File: src/rtl/irq_agg_pkg.sv
package irq_agg_pkg;

    localparam int STAT_W     = 32;
    localparam int CTRL_BIT   = 30;
    localparam int GLOBAL_BIT = 31;
    localparam int RING_W     = 2;

    // stream status nibble layout
    localparam int SS_W       = 4;
    localparam int SS_DONE    = 0;
    localparam int SS_FIFOERR = 1;
    localparam int SS_DESCERR = 2;
    localparam int SS_FREADY  = 3;

    typedef enum logic [2:0] {
        SEL_CTRL   = 3'd0,
        SEL_WAKE   = 3'd1,
        SEL_CODEC  = 3'd2,
        SEL_RING   = 3'd3,
        SEL_STREAM = 3'd4
    } wsel_e;

    typedef struct packed {
        logic              en;
        wsel_e             sel;
        logic [STAT_W-1:0] data;
    } wr_req_t;

    // bits of a stream nibble that a write may clear
    function automatic logic [SS_W-1:0] stream_clr_mask();
        logic [SS_W-1:0] m;
        m = '0;
        m[SS_DONE]    = 1'b1;
        m[SS_FIFOERR] = 1'b1;
        m[SS_DESCERR] = 1'b1;
        return m;
    endfunction

endpackage

File: src/rtl/w1c_bank.sv
module w1c_bank #(
    parameter int          W        = 4,
    parameter logic [W-1:0] CLR_MASK = '1
) (
    input  logic         clk,
    input  logic         rst,
    input  logic [W-1:0] set_i,
    input  logic         clr_en,
    input  logic [W-1:0] clr_data,
    output logic [W-1:0] q
);
    logic [W-1:0] clr_bits;

    always_comb begin
        clr_bits = clr_en ? (clr_data & CLR_MASK) : '0;
    end

    // a set pulse wins over a clear in the same cycle
    always_ff @(posedge clk) begin
        if (rst) q <= '0;
        else     q <= (q & ~clr_bits) | set_i;
    end
endmodule

File: src/rtl/status_combine.sv
module status_combine
    import irq_agg_pkg::*;
#(
    parameter int NUM_STREAMS = 8,
    parameter int NUM_CODECS  = 15
) (
    input  logic [NUM_STREAMS-1:0] stream_done,
    input  logic [RING_W-1:0]      ring_q,
    input  logic [NUM_CODECS-1:0]  codec_q,
    input  logic [NUM_CODECS-1:0]  wake_q,
    output logic [STAT_W-1:0]      status
);
    logic ctrl_src;

    always_comb begin
        ctrl_src = (|ring_q) | (|(codec_q & wake_q));
        status   = '0;
        for (int i = 0; i < NUM_STREAMS; i++) begin
            status[i] = stream_done[i];
        end
        status[CTRL_BIT]   = ctrl_src;
        status[GLOBAL_BIT] = ctrl_src | (|stream_done);
    end
endmodule

File: src/rtl/irq_gate.sv
module irq_gate
    import irq_agg_pkg::*;
(
    input  logic              clk,
    input  logic              rst,
    input  logic [STAT_W-1:0] status,
    input  logic [STAT_W-1:0] ctrl,
    output logic              irq
);
    logic [GLOBAL_BIT-1:0] hit;

    always_comb begin
        hit = status[GLOBAL_BIT-1:0] & ctrl[GLOBAL_BIT-1:0];
    end

    always_ff @(posedge clk) begin
        if (rst) irq <= 1'b0;
        else     irq <= ctrl[GLOBAL_BIT] & (|hit);
    end
endmodule

File: src/rtl/irq_aggregator.sv
module irq_aggregator
    import irq_agg_pkg::*;
#(
    parameter int  NUM_STREAMS = 8,
    parameter int  NUM_CODECS  = 15,
    localparam int IDX_W       = (NUM_STREAMS > 1) ? $clog2(NUM_STREAMS) : 1,
    localparam int SSV_W       = NUM_STREAMS * SS_W
) (
    input  logic                  clk,
    input  logic                  rst,
    input  logic [RING_W-1:0]     ring_set,
    input  logic [NUM_CODECS-1:0] codec_set,
    input  logic [SSV_W-1:0]      stream_set,
    input  logic                  wr_en,
    input  logic [2:0]            wr_sel,
    input  logic [IDX_W-1:0]      wr_idx,
    input  logic [STAT_W-1:0]     wr_data,
    output logic                  irq,
    output logic [STAT_W-1:0]     int_status,
    output logic [RING_W-1:0]     ring_status,
    output logic [NUM_CODECS-1:0] codec_status,
    output logic [SSV_W-1:0]      stream_status
);
    localparam logic [SS_W-1:0] SCLR = stream_clr_mask();

    wr_req_t                req;
    logic [STAT_W-1:0]      ctrl_q;
    logic [NUM_CODECS-1:0]  wake_q;
    logic [NUM_STREAMS-1:0] done_vec;

    always_comb begin
        req.en   = wr_en;
        req.sel  = wsel_e'(wr_sel);
        req.data = wr_data;
    end

    always_ff @(posedge clk) begin
        if (rst) begin
            ctrl_q <= '0;
            wake_q <= '0;
        end else if (req.en) begin
            if (req.sel == SEL_CTRL) ctrl_q <= req.data;
            if (req.sel == SEL_WAKE) wake_q <= req.data[NUM_CODECS-1:0];
        end
    end

    w1c_bank #(.W(RING_W), .CLR_MASK('1)) u_ring (
        .clk(clk), .rst(rst), .set_i(ring_set),
        .clr_en(req.en && req.sel == SEL_RING),
        .clr_data(req.data[RING_W-1:0]), .q(ring_status)
    );

    w1c_bank #(.W(NUM_CODECS), .CLR_MASK('1)) u_codec (
        .clk(clk), .rst(rst), .set_i(codec_set),
        .clr_en(req.en && req.sel == SEL_CODEC),
        .clr_data(req.data[NUM_CODECS-1:0]), .q(codec_status)
    );

    for (genvar i = 0; i < NUM_STREAMS; i++) begin : g_stream
        logic [SS_W-1:0] nib;
        w1c_bank #(.W(SS_W), .CLR_MASK(SCLR)) u_bank (
            .clk(clk), .rst(rst), .set_i(stream_set[i*SS_W +: SS_W]),
            .clr_en(req.en && req.sel == SEL_STREAM && wr_idx == IDX_W'(i)),
            .clr_data(req.data[SS_W-1:0]), .q(nib)
        );
        assign stream_status[i*SS_W +: SS_W] = nib;
        assign done_vec[i] = nib[SS_DONE];
    end

    status_combine #(.NUM_STREAMS(NUM_STREAMS), .NUM_CODECS(NUM_CODECS)) u_comb (
        .stream_done(done_vec), .ring_q(ring_status),
        .codec_q(codec_status), .wake_q(wake_q), .status(int_status)
    );

    irq_gate u_gate (
        .clk(clk), .rst(rst), .status(int_status), .ctrl(ctrl_q), .irq(irq)
    );
endmodule

File: config.mk
export PLATFORM = sky130hd
export DESIGN_NAME = irq_aggregator
export DESIGN_NICKNAME = d
export VERILOG_FILES = /design/src/rtl/irq_agg_pkg.sv /design/src/rtl/w1c_bank.sv /design/src/rtl/status_combine.sv /design/src/rtl/irq_gate.sv /design/src/rtl/irq_aggregator.sv
export SDC_FILE = /design/constraint.sdc
export NUM_CORES = 1
export LEC_CHECK = 0
export BUFFER_PORTS_ARGS = -buffer_cell sky130_fd_sc_hd__buf_2
export CORE_MARGIN = 4
export CORE_UTILIZATION = 34
export CTS_CLUSTER_DIAMETER = 200
export CTS_CLUSTER_SIZE = 12
export DETAILED_ROUTE_END_ITERATION = 7
export PLACE_DENSITY_LB_ADDON = 0.2
export SYNTH_ARGS = -nofsm -noshare
export SYNTH_HDL_FRONTEND = slang
export SYNTH_HIERARCHICAL = 1
export SYNTH_SLANG_ARGS = --single-unit
File: constraint.sdc
create_clock -name clk -period 2.4 [get_ports clk]
set_clock_uncertainty 0.2 [all_clocks]
set_input_delay 0.36 -clock clk [delete_from_list [all_inputs] [get_ports clk]]
set_output_delay 0.36 -clock clk [all_outputs]
set_load 0.01 [all_outputs]
# Word-level counts from Yosys, hierarchy flattened
# Index checks and enable logic that the tools add are counted.
dict set report op_classes {
  n_reduce_logical 19
  eq_ne 11
  bitwise_logic 35
  n_mux 10
}
# op count
set op_table {}
lappend op_table {{4-bit bitwise AND} 8}
lappend op_table {{4-bit inverter} 8}
lappend op_table {{4-bit OR} 8}
lappend op_table {{31-bit bitwise AND} 1}
lappend op_table {{31-bit OR reduction} 1}
lappend op_table {{15-bit bitwise AND} 2}
lappend op_table {{3-bit two-way mux} 8}
lappend op_table {{3-bit == test, second input constant} 5}
lappend op_table {{15-bit two-way mux} 1}
lappend op_table {{15-bit inverter} 1}
lappend op_table {{15-bit OR} 1}
lappend op_table {{15-bit OR reduction} 1}
lappend op_table {{3-bit by 2-bit == test with 1-bit output, second input constant} 4}
lappend op_table {{1-bit logical AND} 11}
lappend op_table {{8-bit OR reduction} 1}
lappend op_table {{3-bit by 1-bit == test with 1-bit output, second input constant} 2}
lappend op_table {{3-bit logical NOT} 2}
lappend op_table {{2-bit AND reduction} 2}
lappend op_table {{2-bit bitwise AND} 1}
lappend op_table {{2-bit two-way mux} 1}
lappend op_table {{2-bit inverter} 1}
lappend op_table {{1-bit OR} 2}
lappend op_table {{2-bit OR} 1}
lappend op_table {{2-bit OR reduction} 1}
lappend op_table {{1-bit bitwise AND} 1}
dict set report totals {
  ff_bits 97
  out_inout_bits 82
  wordCells 88
  inputBits 90
}

# Logic depth before layout (Yosys ltp)
dict set report depth {
  word_depth 7
  mapped_depth 7
  depth_no_buf 6
}

# Modules after synthesis
# The synthesis kept the hierarchy.
# mod cells_per_inst instances seq_area_each_um2 area_each_um2
set by_module_without_submodules {}
lappend by_module_without_submodules {irq_aggregator 206 1 940.9 2132.0}
lappend by_module_without_submodules {{w1c_bank at g_stream[0].u_bank ...} 15 8 80.1 136.4}
lappend by_module_without_submodules {{w1c_bank at u_codec} 62 1 300.3 629.4}
lappend by_module_without_submodules {status_combine 46 1 0.0 339.1}
lappend by_module_without_submodules {irq_gate 21 1 20.0 201.4}
lappend by_module_without_submodules {{w1c_bank at u_ring} 8 1 40.0 72.6}

# Worst setup path after synthesis
# Ideal clock, no wire load.
dict set report synth_path {
  path_kind {register -> register}
  from {register u_codec.q[2]}
  to {register u_gate.irq}
  synth_period_minus_slack_ns 1.866
  required_ns 2.078
  t_arrival_ns 1.544
  stages_incl_launch_ff 8
  setup_time_ns 0.122
  setup_slack_ns 0.534
  cell_sequence {dfxtp_1 > a211oi_1 > and4_1 > nand2b_1 > buf_4 > a222oi_1 > nand3_1 > o311a_1}
}
dict set report synth_between {
  elab_chain_cells 6
}
# element line
set synth_lines {}
lappend synth_lines {{from (decl)} w1c_bank.sv:10} ;# output logic [W-1:0] q
lappend synth_lines {{from (signal assigned)} w1c_bank.sv:21} ;# else q <= (q & ~clr_bits) | set_i;
lappend synth_lines {{15-bit bitwise AND} status_combine.sv:16} ;# ctrl_src = (|ring_q) | (|(codec_q & wake_q));
lappend synth_lines {{15-bit OR reduction} status_combine.sv:16}
lappend synth_lines {{1-bit OR} status_combine.sv:16}
lappend synth_lines {{net u_comb.ctrl_src} status_combine.sv:13} ;# logic ctrl_src;
lappend synth_lines {{31-bit bitwise AND} irq_gate.sv:13} ;# hit = status[GLOBAL_BIT-1:0] & ctrl[GLOBAL_BIT-1:0];
lappend synth_lines {{31-bit OR reduction} irq_gate.sv:18} ;# else irq <= ctrl[GLOBAL_BIT] & (|hit);
lappend synth_lines {{1-bit bitwise AND} irq_gate.sv:18}
lappend synth_lines {{to (signal assigned)} irq_gate.sv:18}
lappend synth_lines {{to (decl)} irq_gate.sv:8} ;# output logic irq
# The timed path passes the listed nets, and every way through them passes these cells.
# A chain may end at the register's enable or synchronous reset.

# Final worst setup path
dict set report layout_path {
  from {register u_codec.q[3]}
  to {output int_status[31]}
}
dict set report layout_between {
  elab_chain_cells 4
}
# element line
set layout_lines {}
lappend layout_lines {{15-bit bitwise AND} status_combine.sv:16}
lappend layout_lines {{15-bit OR reduction} status_combine.sv:16}
lappend layout_lines {{1-bit OR} status_combine.sv:16}
lappend layout_lines {{1-bit OR} status_combine.sv:22} ;# status[GLOBAL_BIT] = ctrl_src | (|stream_done);
lappend layout_lines {{to (decl)} irq_aggregator.sv:19} ;# output logic [STAT_W-1:0] int_status,
# No other way between the ends.

==> summary.txt <==
Critical path
  – Worst path cell trace: a22oi_1, and4_1, nand4b_1, buf_2
  – CP Class: reg -> out
  – CP required: roughly 1800 ps
  – Reg2reg end: u_gate/irq
  – Cell at the slowest stage of the critical path: dfxtp_1
  – Delay of the slowest critical-path stage: approximately 330 ps
  – Crit-path max FO: 3
  – Reg2Reg Setup Slack: about 420 ps
  – Worst R2R Path Depth: 6
  – Critical Path Start: u_codec/q[3]
  – Arr. time, crit path: between 1500 and 2000 ps
  – Crit end category: output pin
  – Reg2reg start: u_codec/q[3]
  – Critical path launch point type: flip-flop

Clock tree
  – CTS resizes: 0
  – Clock buffer count from CTS: 9
  – Clk_lat worst skew: between 300 and 400 ps
  – Clock Sinks: 97
  – CTS H-tree lvls: 3
  – Clk slew on worst S/H paths: around 60 ps
  – # hold bufs at CTS: 0
  – Root Driver: clkbuf_16
  – Post-CTS setup buffers: 0
  – Bufs on Longest Clock Path: 2
  – CTS tree: done

Placed design
  – PortBufs: 149
  – Post-detail-place hpwl: 9.38 mm
  – Routability congestion estimate: 0.785

Detailed routing
  – Drt pass-1 iters: 4
  – Routed WL per cell: between 15 and 20 um
  – Via density: 4.73
  – Routed WL: 12.3 mm
  – Post-route DRC: 0
  – Via count: 3684
  – Iter 0 DRT Violations: 181
  – Remaining antenna violation count: 0

Timing
  – Fmax achieved: 476 MHz
  – Setup TNS: 0 ps
  – Final setup vio count: 0
  – Final Hold Viols: 0
  – Unrepaired setup endpoints after global routing: false
  – Fin crit period: 2100 ps
  – Fin crit share: approximately 88%
  – Hold_ws: 29.3 ps
  – Max-slew violation count: 0
  – Max-slew headroom: 61.5%
  – Slew @ Worst Pin: about 580 ps

Floorplan
  – Die Width: 123 um
  – Die area: 15000 um2
  – Die H: 123 um
  – Starting density of the core: 35.1%
  – Ports: 172
  – Rows: 41
  – CORE AREA: 12700 um2

Global route
  – Global routing usage on met1: 20.2%
  – GRT Total Usage: 16.1%
  – Congestion Overflow GR: 0
  – Vias in the first global route: ~3700
  – First-pass GRT wire length: 18.7 mm
  – Gr busiest metal: met2
  – Met3 Use GR: between 3 and 4%
  – Met2 usage: 27.4%
  – Initial antenna violation count: 0
  – Largest net degree at the start of global routing: 53

Run status
  – Status: completed

Hold path
  – Hold Crit Class: in -> reg
  – Hold path startpoint: stream_set[19]
  – Worst Hold Depth: 3
  – Worst Hold End: g_stream[4].u_bank/q[3]

Finish
  – Area of the multi-input gates: 2130 um2
  – # nets final: 694
  – Area growth from synthesis to layout: 24.2%
  – Antenna Cells: 0
  – Share of cells above drive strength 1: 30.6%
  – Register Area: 1940 um2
  – Layout fillers: 1325

Logic synthesis
  – Post-synth top area share: 43.5%
  – Post-synth EDFFs: 0
  – Synth Cell Area: 4470 um2
  – Seq cells post-synth: 97
  – Largest cells by area after synthesis: dfxtp_1 (43%), nand2b_1 (11%), mux2i_1 (11%), a311oi_1 (6.1%), buf_4 (5.2%)
  – Most numerous cell in the Yosys netlist: dfxtp_1
  – Mean post-synth cell area: 9.64 um2
  – Ys async rst share: 0%
  – Post-Synthesis Cells: 463
  – Post-synth top cells: dfxtp_1 (97), nand2b_1 (82), nor2_1 (57)
  – Yosys Warn Count: 6
  – Unique cell type count in the Yosys netlist: 30
  – Synth Flop Type: dfxtp_1
  – Post-synth top area cell: dfxtp_1
  – Register area share after synthesis: a little over two fifths

Power
  – P_sw: 905 uW
  – Logic pwr share: ~13%
  – Sw Ratio: 25.0%
  – Internal power: 2.72 mW
  – Flop pwr share: roughly half
  – Clock Power Share: 38.8%
  – Power density over the cells: between 600 and 700 nW/um2
  – LEAKAGE: approximately 2.5 nW
  – Peak supply drop: 0.287 mV

Flow run
  – Max-cap violations: 0
-- cells in the final DEF, fill, tap and decap left out, types with 2 or more instances in the layout --
cell type / n
nor3_1: 6
a22oi_1: 13
clkbuf_16: 9
inv_1: 43
nand2b_1: 82
a311oi_1: 31
mux2i_1: 47
nand4_1: 3
a311oi_2: 10
nor2_1: 57
dfxtp_1: 97
a221oi_2: 4
buf_2: 148
a22o_1: 4
buf_4: 7
conb_1: 22
nand4bb_1: 2
nor4_1: 4
-- power groups by stage --
stage | registers [mW] | logic (mW) | clock network, mW
6_report | 1.75 | 0.469 | 1.41
5_1_grt | 1.76 | 0.521 | 1.51
4_1_cts | 1.75 | 0.468 | 1.44
3_5_place_dp | 1.79 | 0.467 | 0
3_3_place_gp | 1.78 | 0.461 | 0
2_1_floorplan | 1.79 | 0.256 | 0
-- stage by stage --
step | total power, mW | cells | setup slack [ps] | cell area [um2] | util, %
after floorplan | 2.05 | 484 | 534 | 4540 | -
after global placement | 2.24 | 765 | 470 | 5260 | 41.4
after detailed placement | 2.25 | 765 | 436 | 5260 | 41.4
after CTS | 3.66 | 779 | 274 | 5550 | 43.6
after global routing | 3.79 | 779 | 196 | 5550 | 43.6
final | 3.63 | 779 | 298 | 5550 | 43.6
-- how the worst max path moves through the flow --
stage,end,slack [ps],cells past startpoint
2_1_floorplan,u_gate/irq,530,7
3_3_place_gp,u_gate/irq,470,6
3_5_place_dp,g_stream[4].u_bank/q[2],440,4
4_1_cts,int_status[31],270,4
5_1_grt,int_status[31],200,3
6_report,int_status[31],300,4
-- flip-flops by register name, indices dropped and copies added, names as in the netlist --
name,cells
u_codec/q,15
u_gate/irq,1
u_ring/q,2
g_stream.u_bank/q,32
wake_q,15
ctrl_q,32
-- critical path, delay by kind of cell, from the launching register on --
kind	cells	cell delay [ps]
AO/OA/AOI/OAI	1	240
buffers and inverters	1	190
flip-flops	1	330
AND/OR/NAND/NOR	2	450
-- final cells by class --
| type | count | area share, % |
|---|---|---|
| Multi-Input combinational cell | 297 | 38.4 |
| Tap cell | 172 | 3.88 |
| Clock inverter | 3 | 0.767 |
| Timing Repair Buffer | 156 | 14.7 |
| Clock buffer | 11 | 4.38 |
| Sequential cell | 97 | 35.0 |
| Inverter | 43 | 2.91 |
-- routing by layer --
layer	vias up	wire length (um)
met2	107	6090
li1	1845	-
met5	-	0
met3	13	740
met4	0	186
met1	1719	5280
-- cell families (layout without fill, tap and decap cells) --
kind of cell	count (synthesis)	after routing	share of synthesized area, %
compound gates	65	65	14.4
buf+inv	90	213	11.1
flops	97	97	43.5
mux	47	47	10.5
other cells	1	22	0.0840
simple gates	163	163	20.5
Note: power is estimated with default switching activity, not from simulation.
